===== config.mk =====
export PLATFORM = sky130hd
export DESIGN_NAME = mc_phase_gen
export DESIGN_NICKNAME = d
export VERILOG_FILES = /design/src/rtl/mc_phase_pkg.sv /design/src/rtl/mc_phase_dp.sv /design/src/rtl/mc_reset_ctl.sv /design/src/rtl/mc_phase_gen.sv
export SDC_FILE = /design/constraint.sdc
export NUM_CORES = 1
export LEC_CHECK = 0
export ABC_CLOCK_PERIOD_IN_PS = 1200
export BUFFER_PORTS_ARGS = -buffer_cell sky130_fd_sc_hd__buf_4
export CORE_AREA = 2 2 39 41
export CTS_BUF_LIST = sky130_fd_sc_hd__clkbuf_4 sky130_fd_sc_hd__clkbuf_8
export CTS_CLUSTER_SIZE = 8
export DETAILED_ROUTE_END_ITERATION = 8
export DIE_AREA = 0 0 41 43
export MAX_ROUTING_LAYER = met4
export SLEW_MARGIN = 25
export SYNTH_ARGS = -nofsm -noshare
export SYNTH_HDL_FRONTEND = slang
export SYNTH_SLANG_ARGS = --single-unit

===== constraint.sdc =====
create_clock -name oscClk -period 1.2 [get_ports oscClk]
set_input_delay 0.24 -clock oscClk [delete_from_list [all_inputs] [get_ports oscClk]]
set_output_delay 0.24 -clock oscClk [all_outputs]
set_load 0.01 [all_outputs]

===== src/rtl/mc_phase_pkg.sv =====
package mc_phase_pkg;

  // Strobes handed from the phase datapath to the reset control.
  typedef struct packed {
    logic lastPhase;   // next rising edge enters S1P1
    logic cycleStart;  // currently in S1P1
  } phaseStrobe_t;

  function automatic int unsigned stateBits(input int unsigned n);
    return (n <= 2) ? 1 : $clog2(n);
  endfunction

endpackage


===== src/rtl/mc_phase_dp.sv =====
module mc_phase_dp
  import mc_phase_pkg::*;
#(
  parameter int unsigned NUM_STATES  = 6,
  parameter int unsigned ALE_STATE_A = 0,
  parameter int unsigned ALE_STATE_B = 3,
  localparam int unsigned STW        = stateBits(NUM_STATES)
) (
  input  logic           oscClk,
  input  logic           porN,
  output logic           phaseIdx,
  output logic [STW-1:0] stateIdx,
  output logic           aleOut,
  output phaseStrobe_t   strobe
);

  localparam logic [STW-1:0] LAST_STATE = STW'(NUM_STATES - 1);
  localparam logic [STW-1:0] ALE_A      = STW'(ALE_STATE_A);
  localparam logic [STW-1:0] ALE_B      = STW'(ALE_STATE_B);
  localparam logic [STW-1:0] ALE_A_NEXT = STW'((ALE_STATE_A + 1) % NUM_STATES);
  localparam logic [STW-1:0] ALE_B_NEXT = STW'((ALE_STATE_B + 1) % NUM_STATES);

  logic           phaseQ;
  logic [STW-1:0] stateQ;

  // Divide by two: phase flips each oscillator edge.
  always_ff @(posedge oscClk or negedge porN) begin
    if (!porN) phaseQ <= 1'b0;
    else       phaseQ <= ~phaseQ;
  end

  // State counter advances at the end of P2.
  always_ff @(posedge oscClk or negedge porN) begin
    if (!porN) begin
      stateQ <= '0;
    end else if (phaseQ) begin
      if (stateQ == LAST_STATE) stateQ <= '0;
      else                      stateQ <= stateQ + 1'b1;
    end
  end

  // Strobe: P2 of the chosen state plus P1 of the following state.
  always_comb begin
    aleOut = 1'b0;
    if (phaseQ  && (stateQ == ALE_A))      aleOut = 1'b1;
    if (!phaseQ && (stateQ == ALE_A_NEXT)) aleOut = 1'b1;
    if (phaseQ  && (stateQ == ALE_B))      aleOut = 1'b1;
    if (!phaseQ && (stateQ == ALE_B_NEXT)) aleOut = 1'b1;
  end

  always_comb begin
    strobe.cycleStart = (stateQ == '0) && !phaseQ;
    strobe.lastPhase  = (stateQ == LAST_STATE) && phaseQ;
  end

  assign phaseIdx = phaseQ;
  assign stateIdx = stateQ;

  // state holds across P1 and steps once P2 ends.
  p_state_hold_r3: assert property (@(posedge oscClk) disable iff (!porN)
    !phaseQ |=> (stateQ == $past(stateQ)));

  // the last state wraps to the first.
  p_state_wrap_r3: assert property (@(posedge oscClk) disable iff (!porN)
    strobe.lastPhase |=> strobe.cycleStart);

  // the marker is never two periods wide.
  p_marker_single_r4: assert property (@(posedge oscClk) disable iff (!porN)
    strobe.cycleStart |=> !strobe.cycleStart);

  // each strobe pulse lasts exactly two periods.
  p_ale_width_r5: assert property (@(posedge oscClk) disable iff (!porN)
    $rose(aleOut) |=> aleOut);
  p_ale_end_r5: assert property (@(posedge oscClk) disable iff (!porN)
    (aleOut && $past(aleOut)) |=> !aleOut);

endmodule


===== src/rtl/mc_reset_ctl.sv =====
module mc_reset_ctl
  import mc_phase_pkg::*;
#(
  parameter int unsigned HOLD_CYCLES = 12,
  localparam int unsigned CW         = $clog2(HOLD_CYCLES + 1)
) (
  input  logic         oscClk,
  input  logic         porN,
  input  logic         extRst,
  input  phaseStrobe_t strobe,
  output logic         coreRst
);

  localparam logic [CW-1:0] HOLD_LIMIT = CW'(HOLD_CYCLES);
  localparam logic [CW-1:0] HOLD_LAST  = CW'(HOLD_CYCLES - 1);

  logic [CW-1:0] holdCnt;
  logic          rstQ;

  // Consecutive-high counter: any low sample restarts it.
  always_ff @(posedge oscClk or negedge porN) begin
    if (!porN) begin
      holdCnt <= '0;
    end else if (!extRst) begin
      holdCnt <= '0;
    end else if (holdCnt != HOLD_LIMIT) begin
      holdCnt <= holdCnt + 1'b1;
    end
  end

  // Assert on the final qualifying sample; release only at a boundary.
  always_ff @(posedge oscClk or negedge porN) begin
    if (!porN) begin
      rstQ <= 1'b1;
    end else if (extRst && (holdCnt == HOLD_LAST)) begin
      rstQ <= 1'b1;
    end else if (!extRst && strobe.lastPhase) begin
      rstQ <= 1'b0;
    end
  end

  assign coreRst = rstQ;

  // an assertion follows a high sample.
  p_rise_needs_req_r6: assert property (@(posedge oscClk) disable iff (!porN)
    $rose(coreRst) |-> $past(extRst));

  // release lands on S1P1 and follows a low sample.
  p_release_on_boundary_r8: assert property (@(posedge oscClk) disable iff (!porN)
    $fell(coreRst) |-> (strobe.cycleStart && !$past(extRst)));

  // a low sample never leaves a partial count behind.
  p_count_clears_r7: assert property (@(posedge oscClk) disable iff (!porN)
    !extRst |=> (holdCnt == '0));

endmodule


===== src/rtl/mc_phase_gen.sv =====
module mc_phase_gen
  import mc_phase_pkg::*;
#(
  parameter int unsigned NUM_STATES  = 6,
  parameter int unsigned HOLD_CYCLES = 12,
  parameter int unsigned ALE_STATE_A = 0,
  parameter int unsigned ALE_STATE_B = 3,
  localparam int unsigned STW        = stateBits(NUM_STATES)
) (
  input  logic           oscClk,
  input  logic           porN,
  input  logic           extRst,
  output logic           phaseClk,
  output logic           phaseIdx,
  output logic [STW-1:0] stateIdx,
  output logic           cycleStart,
  output logic           ale,
  output logic           coreRst
);

  phaseStrobe_t strobe;

  mc_phase_dp #(
    .NUM_STATES (NUM_STATES),
    .ALE_STATE_A(ALE_STATE_A),
    .ALE_STATE_B(ALE_STATE_B)
  ) phaseDp_i (
    .oscClk  (oscClk),
    .porN    (porN),
    .phaseIdx(phaseIdx),
    .stateIdx(stateIdx),
    .aleOut  (ale),
    .strobe  (strobe)
  );

  mc_reset_ctl #(
    .HOLD_CYCLES(HOLD_CYCLES)
  ) resetCtl_i (
    .oscClk (oscClk),
    .porN   (porN),
    .extRst (extRst),
    .strobe (strobe),
    .coreRst(coreRst)
  );

  assign phaseClk   = ~phaseIdx;
  assign cycleStart = strobe.cycleStart;

endmodule


; ---- Word level (Yosys, flattened, before mapping)
; Index checks and enable logic that the tools add are counted.
[op_classes]
add_sub_neg = 2
eq_ne = 7
mux = 9
n_bitwise = 1
reduce_logical = 12
[op_table]
columns = operator, count
row1 = logical AND 1 bit, 8
row2 = 2-to-1 mux 4 bit, 2
row3 = equality test 3 bit (second input constant), 2
row4 = 2-to-1 mux 1 bit, 6
row5 = adder 4 x 1 -> 4 bit (second input constant), 1
row6 = equality test 4 bit (second input constant), 1
row7 = inequality test 4 bit (second input constant), 1
row8 = adder 3 x 1 -> 3 bit (second input constant), 1
row9 = equality test 3 x 1 -> 1 bit (second input constant), 1
row10 = equality test 3 x 2 -> 1 bit (second input constant), 1
row11 = zero test 3 bit, 1
row12 = 2-to-1 mux 3 bit, 1
row13 = zero test 1 bit, 2
row14 = inequality test 2 x 1 -> 1 bit (second input constant), 1
row15 = nonzero test 2 bit, 1
row16 = inverter 1 bit, 1
[word_totals]
ff_bits = 9
in_bits = 3
out_inout_bits = 8
wordCells = 35

; ---- Depth between registers and ports, before layout
[logic_depth]
ltp_word = 6
ltp_mapped = 4

; ---- Cells and area by module
; Synthesis repeated with hierarchy kept, for this count alone.
[unflattened]
cells_unflattened = 49
hier_area_um2 = 500.5
[by_module_without_submodules]
columns = mod, instances, cells_each, area_each_um2, seq_area_each_um2
row1 = mc_reset_ctl, 1, 27, 271.5, 126.4
row2 = mc_phase_dp, 1, 21, 225.2, 100.1
row3 = mc_phase_gen, 1, 1, 3.8, 0.0

; ---- Worst setup path after synthesis
; Ideal clock, no wire load.
[synth_timing]
path_kind = reg2out
startpoint = register phaseDp_i.stateQ[0] (netlist: phaseDp_i.stateIdx[0])
endpoint = output ale
arrival_time_ns = 1.144
required_ns = 0.960
path_slack_ns = -0.184
stages_incl_launch_ff = 4
cell_sequence = dfrtp_1 -> and2_1 -> ha_1 -> a221o_1
[synth_via]
elab_chain_cells = 6
word_cells_on_any_way = 12
cone_classes = 3 x eq/ne / 4 x mux / 5 x reduce/logical
[synth_rtl]
columns = item, line_no
row1 = "start, declared", mc_phase_dp.sv:24  ; logic [STW-1:0] stateQ;
row2 = "start signal, assigned", mc_phase_dp.sv:38  ; else stateQ <= stateQ + 1'b1;
row3 = zero test 3 bit, mc_phase_dp.sv:45  ; if (phaseQ && (stateQ == ALE_A)) aleOut = 1'b1;
row4 = logical AND 1 bit, mc_phase_dp.sv:45
row5 = 2-to-1 mux 1 bit, mc_phase_dp.sv:45
row6 = 2-to-1 mux 1 bit, mc_phase_dp.sv:46  ; if (!phaseQ && (stateQ == ALE_A_NEXT)) aleOut = 1'b1;
row7 = 2-to-1 mux 1 bit, mc_phase_dp.sv:47  ; if (phaseQ && (stateQ == ALE_B)) aleOut = 1'b1;
row8 = 2-to-1 mux 1 bit (*), mc_phase_dp.sv:48  ; if (!phaseQ && (stateQ == ALE_B_NEXT)) aleOut = 1'b1;
row9 = "end, declared", mc_phase_gen.sv:17  ; output logic ale,
; Every way passes the cells marked *; elsewhere a longest branch is shown, timed or not.

; ---- Final worst setup path
; Same ends and word-level chain as after synthesis.

==> impl_metrics.csv <==
group,metric,value,unit
placement,post-dp-hpwl,733,um
critical_path,required,0.96,ns
global_routing,grt_pass1_wl,1.84,mm
critical_path,startpoint_type,"flip-flop",
power,ir_drop,0.800,mV
global_routing,grt_pass1_vias,421,
finish,drive_gt1_share,52.8,%
floorplanning,placeableCoreArea,0.00138,mm^2
global_routing,antenna_found_initial,0,
min_path,whs_path_depth,2,
floorplanning,initial_core_util,36.3,%
timing,fmax,0.606,GHz
yosys,yosys.area_share.simple,21.4,%
floorplanning,dieArea,0.00176,mm^2
global_routing,grt_max_degree,10,
critical_path,r2r_slack,0.04,ns
cts,cts_made_buffers,3,
min_path,hp-start,"extRst",
critical_path,r2r-start,"phaseDp_i.stateIdx[0]",
timing,drv_slew,0,
timing,rsz0062_at_grt,"yes",
critical_path,slowest_delay,0.41,ns
yosys,synth_nets,55,
yosys,ys_seq_elements,9,
yosys,synth_xor_area_share,3.48,%
yosys,synthAdderAreaFrac,7.46,%
global_routing,grt.overflow.total,0,
floorplanning,die_x,41,um
cts,clock_path_buffers,2,
critical_path,cp_cell_sequence,"and2_4 -> ha_4 -> a221o_1 -> buf_6",
yosys,synthMuxAreaShare,6.22,%
yosys,synth_top_family_by_area,"simple AND/OR/NAND/NOR gates",
placement,gp_congestion,0.756,
yosys,async_flop_share,100,%
run_status,violations,"setup timing",
critical_path,crit_type,"flip-flop to primary output",
finish,final_design_area_no_fill,767,um^2
timing,tns,-0.870,ns
finish,diodes,0,
drt,drc_errors,0,
critical_path,r2r_end,"phaseDp_i.stateIdx[1]",
cts,clock_sinks,9,
floorplanning,io_pins,11,
cts,worstSkewPairLatency,0.28,ns
timing,worstMarginPinSlew,0.206,ns
timing,slew-limit-headroom,86.2,%
drt,via_per_inst,5.00,
power,power.density,842,mW/mm^2
global_routing,track_usage,16.3,%
critical_path,end_kind,"primary output",
finish,final_util,55.4,%
power,power_leakage,0.359,nW
drt,drt_iter0_markers,5,
finish,fill_cells,129,
cts,root_buffer,"clkbuf_4",
run_status,status,"complete, but fails checks",
timing,fin_crit,1.65,ns
floorplanning,die_y,43,um
yosys,ys_seq_area_share,45.0,%
yosys,synth-edff-count,0,
drt,ant_nets,0,
critical_path,worstPathArrival,1.41,ns
critical_path,worstSetupStartpoint,"phaseDp_i.stateIdx[0]",
critical_path,crit_slowest_cell,"dfrtp_2",
yosys,synth_cells,49,
cts,htreeDepth,1,
timing,fin_ws,-0.450,ns
drt,vias,440,
placement,dpl_cell_area,641,um^2
timing,skew,0.00619,ns
drt,wirelength,1.04,mm
finish,nNetsFinal,79,
floorplanning,row_count,14,
yosys,synth.top_cells.by_area,"dfrtp_1, ha_1, dfstp_2",
placement,port_buffers,10,
drt,wire_per_inst,11.8,um
timing,post-route-period-util,138,%
yosys,synth_largest_area_cell,"dfrtp_1",
cts,clk_pin_slew_worst_paths,0.07,ns
yosys,synth.top_cell.area_share,39.8,%
timing,hold_violations,0,
finish,syn2layout_area_growth,52.5,%
min_path,hold_class,"primary input to flip-flop",
yosys,syn_area,503,um^2
critical_path,cp_max_fo,2,
critical_path,reg2reg_depth,4,
yosys,synth_warnings,0,
yosys,synth.avg_cell_area,10.3,um^2
min_path,min_to,"resetCtl_i.holdCnt[3]",
drt,dr.pass1.iters,2,
yosys,yosysUniqueCellTypes,26,
yosys,synthFlopType,"dfrtp_1",
yosys,synth-compound-area-share,10.4,%
timing,finalSetupViolCount,4,
cts,cts_tree,"built",
job,drv_cap,0,
==> cell type report <==
type	count	area (um^2)	area share (%)
Multi-Input combinational cell	34	289	37.7
Sequential cell	9	230	30.0
Timing Repair Buffer	20	179	23.3
Clock buffer	3	22.5	2.94
Inverter	5	21.3	2.77
Tap cell	16	20.0	2.61
Clock inverter	1	5.00	0.653
==> state kept, by name (all words and copies together) (netlist names) <==
signal / cells
phaseDp_i.stateIdx: 3
resetCtl_i.holdCnt: 4
phaseDp_i.phaseIdx: 1
resetCtl_i.coreRst: 1
==> synth_stat cells, types with 2 or more instances <==
master,instances
nand2_1,7
mux2i_1,2
inv_1,5
xor2_1,2
nor2_1,2
ha_1,3
dfrtp_1,8
nand2b_1,2
==> cells in the final DEF (no fill, tap or decap), types with 2 or more instances in the layout <==
cell	count
dfrtp_1	5
buf_6	7
mux2i_1	2
clkbuf_4	3
inv_1	3
nor2_1	2
buf_4	12
nand2_1	7
dfrtp_2	3
nand2b_1	2
xor2_1	2
==> worst max path at each step <==
stage | end | depth (start not counted)
floorplan | ale | 3
CTS | ale | 4
global placement | ale | 4
detailed placement | ale | 4
global route | ale | 4
finish | ale | 4
==> per-layer routing <==
metal	up-vias	part of all wire [%]	track usage (%)
li1	218	-	-
met1	212	46	21.5
met2	6	47	20.3
met3	4	3.4	4.71
met4	0	3.6	12.0
met5	-	0	-
==> logic make-up (layout without fill, tap and decap cells) <==
logic type,after synthesis,in the layout
simple gates,19,19
compound gates,7,7
mux,3,3
flops,9,9
buf+inv,6,29
xor+xnor,2,2
fa+ha+maj,3,3
==> worst max-delay path: cells and delay by family (launching register included) <==
kind                     cells  cell delay (ns)
AO/OA/AOI/OAI                1             0.31
AND/OR/NAND/NOR              1             0.14
flip-flops                   1             0.41
adder cells (fa/ha/maj)      1             0.15
buffers and inverters        1             0.12
==> through the flow <==
step | cells | worst slack (ns) | hold slack (ns) | total power [mW]
final | 88 | -0.450 | 0.236 | 0.646
after global routing | 88 | -0.482 | 0.249 | 0.665
after CTS | 86 | -0.466 | 0.240 | 0.645
after detailed placement | 81 | -0.193 | 0.0709 | 0.392
after global placement | 81 | -0.183 | 0.0714 | 0.389
after floorplan | 49 | -0.159 | -0.0556 | 0.357
==> power by group <==
part	switching [mW]	total, mW	internal, mW	leakage [nW]
registers	0.00766	0.323	0.315	0.112
clock network	0.133	0.257	0.124	0.0177
logic	0.0334	0.0666	0.0333	0.229
==> repair_timing <==
action / 4_1_cts / 5_1_grt
pin swaps: 2 / 1
buffers inserted: 0 / 2
endpoints found under the setup margin: 7 / 9
endpoints found under the hold margin: 9 / 0
gates resized for setup: 14 / 6
hold buffers: 1 / 0
Power figures use the tool's default switching activity.
